`config.mk`:
```
export PLATFORM = sky130hd
export DESIGN_NAME = hsiao_secded_codec
export DESIGN_NICKNAME = d
export VERILOG_FILES = /design/src/rtl/hsiao_pkg.sv /design/src/rtl/hsiao_encoder.sv /design/src/rtl/hsiao_decoder.sv /design/src/rtl/hsiao_outstage.sv /design/src/rtl/hsiao_secded_codec.sv
export SDC_FILE = /design/constraint.sdc
export NUM_CORES = 1
export LEC_CHECK = 0
export ABC_AREA = 1
export BUFFER_PORTS_ARGS = -buffer_cell sky130_fd_sc_hd__clkbuf_2
export CAP_MARGIN = 5
export CORE_MARGIN = 2
export CORE_UTILIZATION = 35
export CTS_CLUSTER_DIAMETER = 40
export DETAILED_ROUTE_END_ITERATION = 10
export GPL_TIMING_DRIVEN = 0
export HOLD_SLACK_MARGIN = 0.03
export SYNTH_ARGS = -nofsm -noshare
export SYNTH_HDL_FRONTEND = slang
export SYNTH_SLANG_ARGS = --single-unit
```
`constraint.sdc`:
```
create_clock -name clk -period 8.7 [get_ports clk]
set_input_delay 0.435 -clock clk [delete_from_list [all_inputs] [get_ports clk]]
set_output_delay 0.435 -clock clk [all_outputs]
set_load 0.05 [all_outputs]
```
`src/rtl/hsiao_pkg.sv`:
```
// Package hsiao_pkg
// Shared widths and the constant parity-check matrix of the Hsiao code.
// Assumes 32 data bits and 7 check bits; the column rule is computed, not tabulated.
package hsiao_pkg;
    localparam int DATA_W = 32;
    localparam int CHK_W  = 7;
    localparam int CODE_W = DATA_W + CHK_W;
    localparam int COL_WEIGHT = 3;

    typedef logic [CHK_W-1:0]  chk_t;
    typedef logic [DATA_W-1:0] data_t;
    typedef logic [CODE_W-1:0] code_t;

    // Excluded weight-3 values chosen so that row weights settle at 13 or 14
    localparam chk_t SKIP_A = 7'd7;
    localparam chk_t SKIP_B = 7'd25;
    localparam chk_t SKIP_C = 7'd98;

    // Builds the flattened matrix: column i occupies bits [i*CHK_W +: CHK_W]
    function automatic logic [DATA_W*CHK_W-1:0] build_matrix();
        logic [DATA_W*CHK_W-1:0] m;
        int n;
        m = '0;
        n = 0;
        for (int v = 0; v < (1 << CHK_W); v++) begin
            if ($countones(v[CHK_W-1:0]) == COL_WEIGHT &&
                v[CHK_W-1:0] != SKIP_A && v[CHK_W-1:0] != SKIP_B &&
                v[CHK_W-1:0] != SKIP_C && n < DATA_W) begin
                m[n*CHK_W +: CHK_W] = v[CHK_W-1:0];
                n++;
            end
        end
        return m;
    endfunction

    localparam logic [DATA_W*CHK_W-1:0] H_MATRIX = build_matrix();

    // Check bits of a data word: XOR of the columns of all set data bits
    function automatic chk_t check_bits(data_t d);
        chk_t c;
        c = '0;
        for (int i = 0; i < DATA_W; i++)
            if (d[i]) c ^= H_MATRIX[i*CHK_W +: CHK_W];
        return c;
    endfunction
endpackage

```
`src/rtl/hsiao_encoder.sv`:
```
// Module hsiao_encoder
// Combinational write path: appends the seven check bits below the data word.
// Assumes the codeword layout {data, check} with check bits in the low positions.
module hsiao_encoder
    import hsiao_pkg::*;
(
    input  data_t data_in,
    output code_t code_out
);
    // Pack data above the computed check field
    always_comb begin
        code_out = {data_in, check_bits(data_in)};
    end
endmodule

```
`src/rtl/hsiao_decoder.sv`:
```
// Module hsiao_decoder
// Combinational read path: syndrome, error classification and single-bit repair.
// Assumes every data column is a distinct weight-3 vector, so an odd syndrome
// that is neither one-hot nor a column cannot come from a single flip.
module hsiao_decoder
    import hsiao_pkg::*;
(
    input  code_t code_in,
    output data_t data_out,
    output chk_t  syn_out,
    output logic  any_out,
    output logic  single_out,
    output logic  multi_out
);
    data_t raw_data;
    chk_t  raw_chk;
    chk_t  syn;
    data_t flip_mask;
    logic  odd_syn;
    logic  chk_hit;

    // Split the codeword and form the syndrome
    always_comb begin
        raw_data = code_in[CODE_W-1:CHK_W];
        raw_chk  = code_in[CHK_W-1:0];
        syn      = check_bits(raw_data) ^ raw_chk;
    end

    // One comparator per data column marks the bit to invert
    for (genvar gi = 0; gi < DATA_W; gi++) begin : g_match
        localparam chk_t COL = H_MATRIX[gi*CHK_W +: CHK_W];
        assign flip_mask[gi] = (syn == COL);
    end

    // Classify the syndrome by its OR, its parity and its match result
    always_comb begin
        odd_syn    = ^syn;
        chk_hit    = ($countones(syn) == 1);
        any_out    = |syn;
        single_out = odd_syn && (chk_hit || (|flip_mask));
        multi_out  = any_out && !single_out;
        syn_out    = syn;
        data_out   = raw_data ^ flip_mask;
    end
endmodule

```
`src/rtl/hsiao_outstage.sv`:
```
// Module hsiao_outstage
// Optional register stage for all codec outputs; pass-through when ENABLE is 0.
// Assumes synchronous active-low reset clears every registered output to zero.
module hsiao_outstage #(
    parameter bit ENABLE = 1'b1,
    parameter int WIDTH  = 8
) (
    input  logic             clk,
    input  logic             rst_n,
    input  logic [WIDTH-1:0] d_in,
    output logic [WIDTH-1:0] q_out
);
    if (ENABLE) begin : g_reg
        logic [WIDTH-1:0] q_r;
        // Capture outputs on each edge, clear under reset
        always_ff @(posedge clk) begin
            if (!rst_n) q_r <= '0;
            else        q_r <= d_in;
        end
        assign q_out = q_r;
    end else begin : g_wire
        assign q_out = d_in;
    end
endmodule

```
`src/rtl/hsiao_secded_codec.sv`:
```
// Module hsiao_secded_codec
// Top of the SEC-DED codec: independent encoder and decoder, plus an optional
// output register stage selected by REG_OUT. Assumes a single clock domain.
module hsiao_secded_codec
    import hsiao_pkg::*;
#(
    parameter bit REG_OUT = 1'b1
) (
    input  logic              clk,
    input  logic              rst_n,
    input  logic [31:0]       wr_data,
    output logic [38:0]       wr_code,
    input  logic [38:0]       rd_code,
    output logic [31:0]       rd_data,
    output logic [6:0]        syndrome,
    output logic              err_any,
    output logic              err_single,
    output logic              err_multi
);
    localparam int BUNDLE_W = CODE_W + DATA_W + CHK_W + 3;

    code_t enc_code;
    data_t dec_data;
    chk_t  dec_syn;
    logic  dec_any, dec_single, dec_multi;
    logic [BUNDLE_W-1:0] bundle_d, bundle_q;

    hsiao_encoder u_enc (
        .data_in  (wr_data),
        .code_out (enc_code)
    );

    hsiao_decoder u_dec (
        .code_in    (rd_code),
        .data_out   (dec_data),
        .syn_out    (dec_syn),
        .any_out    (dec_any),
        .single_out (dec_single),
        .multi_out  (dec_multi)
    );

    // Gather every output into one bundle for the optional stage
    always_comb begin
        bundle_d = {enc_code, dec_data, dec_syn, dec_any, dec_single, dec_multi};
    end

    hsiao_outstage #(.ENABLE(REG_OUT), .WIDTH(BUNDLE_W)) u_out (
        .clk   (clk),
        .rst_n (rst_n),
        .d_in  (bundle_d),
        .q_out (bundle_q)
    );

    assign {wr_code, rd_data, syndrome, err_any, err_single, err_multi} = bundle_q;

    // Decoder classification guards
    a_r8_flags_exclusive: assert property (@(posedge clk) disable iff (!rst_n)
        !(dec_single && dec_multi));

    a_r5_any_matches_class: assert property (@(posedge clk) disable iff (!rst_n)
        dec_any == (dec_single || dec_multi));

    a_r6_one_bit_repaired: assert property (@(posedge clk) disable iff (!rst_n)
        (dec_single && $countones(dec_syn) == 3) |->
        ($countones(dec_data ^ rd_code[CODE_W-1:CHK_W]) == 1));

    a_r7_check_flip_keeps_data: assert property (@(posedge clk) disable iff (!rst_n)
        (dec_single && $onehot(dec_syn)) |-> (dec_data == rd_code[CODE_W-1:CHK_W]));

    a_r8_multi_keeps_data: assert property (@(posedge clk) disable iff (!rst_n)
        dec_multi |-> (dec_data == rd_code[CODE_W-1:CHK_W]));

    // Encoder output must be a codeword the decoder accepts
    a_r4_encoder_data_field: assert property (@(posedge clk) disable iff (!rst_n)
        enc_code[CODE_W-1:CHK_W] == wr_data);
endmodule

```
==> flow_metrics.py <==
metrics = {
    "clocking": {
        "cts.repair.resized": 0,
        "cts_tree": "yes",
        "cts_sinks": 81,
        "clk_root_buffer_cell": "clkbuf_16",
        "cts.path.max_buffers": 2,
        "cts_made_buffers": 9,
        "post-cts-setup-buffers": 0,
        "htreeDepth": 3,
        "cts.hold.buffers_added": 0,
        "clk_pin_slew_ns": 0.07,
    },
    "grt": {
        "grt_pass1_vias": 4056,
        "grt_max_degree": 16,
        "grt_first_pass_wirelength_mm": 20.73,
        "grtUsageTotal_pct": 18.45,
        "grt_overflow": 0,
        "antenna_found_initial": 0,
    },
    "placement": {
        "io_buffers": 152,
        "hpwl_mm": 10.65,
        "gp_congestion": 0.8982,
    },
    "power_and_ir_drop": {
        "power_density_nw_per_um2": 303.0,
        "power.internal_mw": 1.004,
        "pwr-share-seq_pct": 23.2,
        "clockPowerShare_pct": 21.4,
        "switching_share_pct": 46.17,
        "pwr-share-comb_pct": 55.5,
        "vdd_drop_max_mv": 0.1204,
        "p_leak_nw": 3.230,
        "finalPower_mw": 1.866,
        "switchingPower_uw": 861.4,
    },
    "floorplan": {
        "dieWidth_um": 121.8,
        "die_y_um": 121.8,
        "core_um2": 13720,
        "row_count": 43,
        "die-area_um2": 14840,
        "pin_count": 154,
        "start_util_pct": 35.41,
    },
    "run": {
        "max_cap_viol_count": 0,
    },
    "layout": {
        "nNetsFinal": 881,
        "utilization_pct": 44.89,
        "largest_reg_flops": 81,
        "layout_commonest_cell": "clkbuf_2",
        "multi_input_area_um2": 2865,
        "regArea_um2": 1622,
        "diodes": 0,
        "area_delta_synth_final_pct": 26.76,
        "layout_common_cells": "clkbuf_2, nand2_1, xnor2_1, dfxtp_1, inv_1",
        "drive_gt1_share_pct": 23.99,
        "n_fill_cell": 1427,
    },
    "outcome": {
        "status": "completed",
    },
    "worst_hold_path": {
        "min_to": "u_out.q_out[43]$_SDFF_PN0_",
        "hold_path_startpoint": "wr_data[25]",
        "hold-path-cell-count": 2,
        "hp-class": "in -> reg",
    },
    "route": {
        "viasPerCell": 4.420,
        "wirelength_mm": 13.15,
        "via_count": 4314,
        "post_drt_wl_per_cell_um": 13.47,
        "drtAntennaViolNets": 0,
        "drc_errors": 0,
        "drtIter0Drc": 197,
        "first_pass_iters": 4,
    },
    "critical_path": {
        "endpoint_kind": "flip-flop",
        "worstPathArrival_ns": 4.15,
        "crit_path_max_fanout": 4,
        "startpoint_type": "input port",
        "cp.required_ns": 8.94,
        "worstSetupPathType": "in -> reg",
        "startpoint": "rd_code[8]",
    },
    "sta": {
        "finalCriticalPeriod_ns": 3.910,
        "min_period_over_period_pct": 44.94,
        "tightest_slew_ns": 0.5887,
        "finalMaxSlewViolations": 0,
        "setup_viol": 0,
        "finalHoldViolCount": 0,
        "maxSlewHeadroom_pct": 60.75,
        "tns_ns": 0,
        "rsz0062_at_grt": "no",
        "fmax_ghz": 0.2558,
    },
    "yosys": {
        "synth-simple-area-share_pct": 18.34,
        "synth_compound_area_share_pct": 7.494,
        "syn_avg_cell_area_um2": 7.736,
        "synth_cell_type_count": 28,
        "syn_inst": 628,
        "yosysSeqAreaShare_pct": 33.38,
        "synth_xor_area_share_pct": 28.30,
        "synth_area_um2": 4858,
        "synthMuxAreaShare_pct": 0,
        "synth_fa_ha_area_share_pct": 4.842,
        "yosys_register_bits": 81,
        "syn_nets": 718,
        "synth_top_family_by_area": "XOR/XNOR gates",
        "yosys_warnings": 0,
    },
}
## power groups by stage
| stage | clock network, mW | registers [mW] | logic, mW |
|---|---|---|---|
| floorplan | 0 | 0.607 | 0.628 |
| global placement | 0 | 0.441 | 1.03 |
| detailed placement | 0 | 0.442 | 1.04 |
| CTS | 0.410 | 0.433 | 1.04 |
| global route | 0.424 | 0.437 | 1.17 |
| finish | 0.399 | 0.432 | 1.03 |
## worst max-delay path by stage
stage	endpoint	slack, ns
5_1_grt	u_out.q_out[1]$_SDFF_PN0_	4.53
2_1_floorplan	u_out.q_out[0]$_SDFF_PN0_	5.12
4_1_cts	u_out.q_out[0]$_SDFF_PN0_	4.78
3_5_place_dp	u_out.q_out[0]$_SDFF_PN0_	4.44
3_3_place_gp	u_out.q_out[0]$_SDFF_PN0_	4.47
6_report	u_out.q_out[0]$_SDFF_PN0_	4.79
## worst max-delay path: stages
cell and delay, ns:
clkbuf_2 0.14, xnor2_1 0.31, xor2_1 0.25, xnor2_1 0.16, xor2_1 0.19, xor2_1 0.37, ha_1 0.35, fa_1 0.46
inv_1 0.07, ha_1 0.16, inv_1 0.06, fa_1 0.38, a211o_1 0.24, nand2_1 0.06, o2111ai_1 0.10, nand3_1 0.10
nor2_1 0.06, nand3_1 0.08, nor2_2 0.05, nor2_1 0.08, nor2_1 0.04
## logic make-up (layout without fill, tap and decap cells)
| group | Yosys count | count (layout) |
|---|---|---|
| adders and majority gates | 17 | 17 |
| xor gates and xnor gates | 157 | 157 |
| DFF | 81 | 81 |
| and+or+nand+nor | 208 | 208 |
| AOI/OAI and AO/OA | 68 | 68 |
| buffers and inverters | 97 | 265 |
## synthesized netlist by cell type (all sizes together)
library cell	instances	area share, %
nand2	145	12
xnor2	94	17
o21a	2	0.31
nor2	33	3.0
ha	14	3.6
fa	3	1.2
dfxtp	81	33
clkinv	1	0.077
buf	1	0.23
a21oi	34	3.5
nand4	2	0.26
clkbuf	8	0.62
nand3	12	1.2
nor3	3	0.31
xor2	63	11
a211o	1	0.18
o211ai	3	0.46
o2111ai	2	0.36
or2	13	1.7
inv	87	6.7
o21ai	26	2.7
## metrics by stage
| stage | hold WS, ns | worst slack (ns) | instance area (µm²) | instances |
|---|---|---|---|---|
| global placement | 0.6730 | 4.466 | 5844 | 960 |
| floorplan | 0.5250 | 5.119 | 4858 | 628 |
| detailed placement | 0.6779 | 4.436 | 5844 | 960 |
| CTS | 0.2994 | 4.778 | 6158 | 976 |
| global route | 0.3130 | 4.529 | 6158 | 976 |
| finish | 0.3048 | 4.790 | 6158 | 976 |
## layer usage
| layer | GRT usage (%) | vias to the layer above | wire [µm] |
|---|---|---|---|
| met3 | 5.852 | 19 | 967 |
| met4 | 6.897 | 0 | 270 |
| met1 | 22.34 | 1936 | 5770 |
| li1 | - | 2234 | - |
| met2 | 30.59 | 125 | 6142 |
| met5 | 0 | - | 0 |
## layout make-up
cell class                 count  area share (%)
multi-input combinational    450           46.53
sequential                    81           26.33
timing repair buffer         152           12.35
inverter                      88           5.364
clock buffer                  10           3.881
tap                          180           3.657
clock inverter                 6           1.219
buffer                         9          0.6705
(Power assumes the default switching activity.)
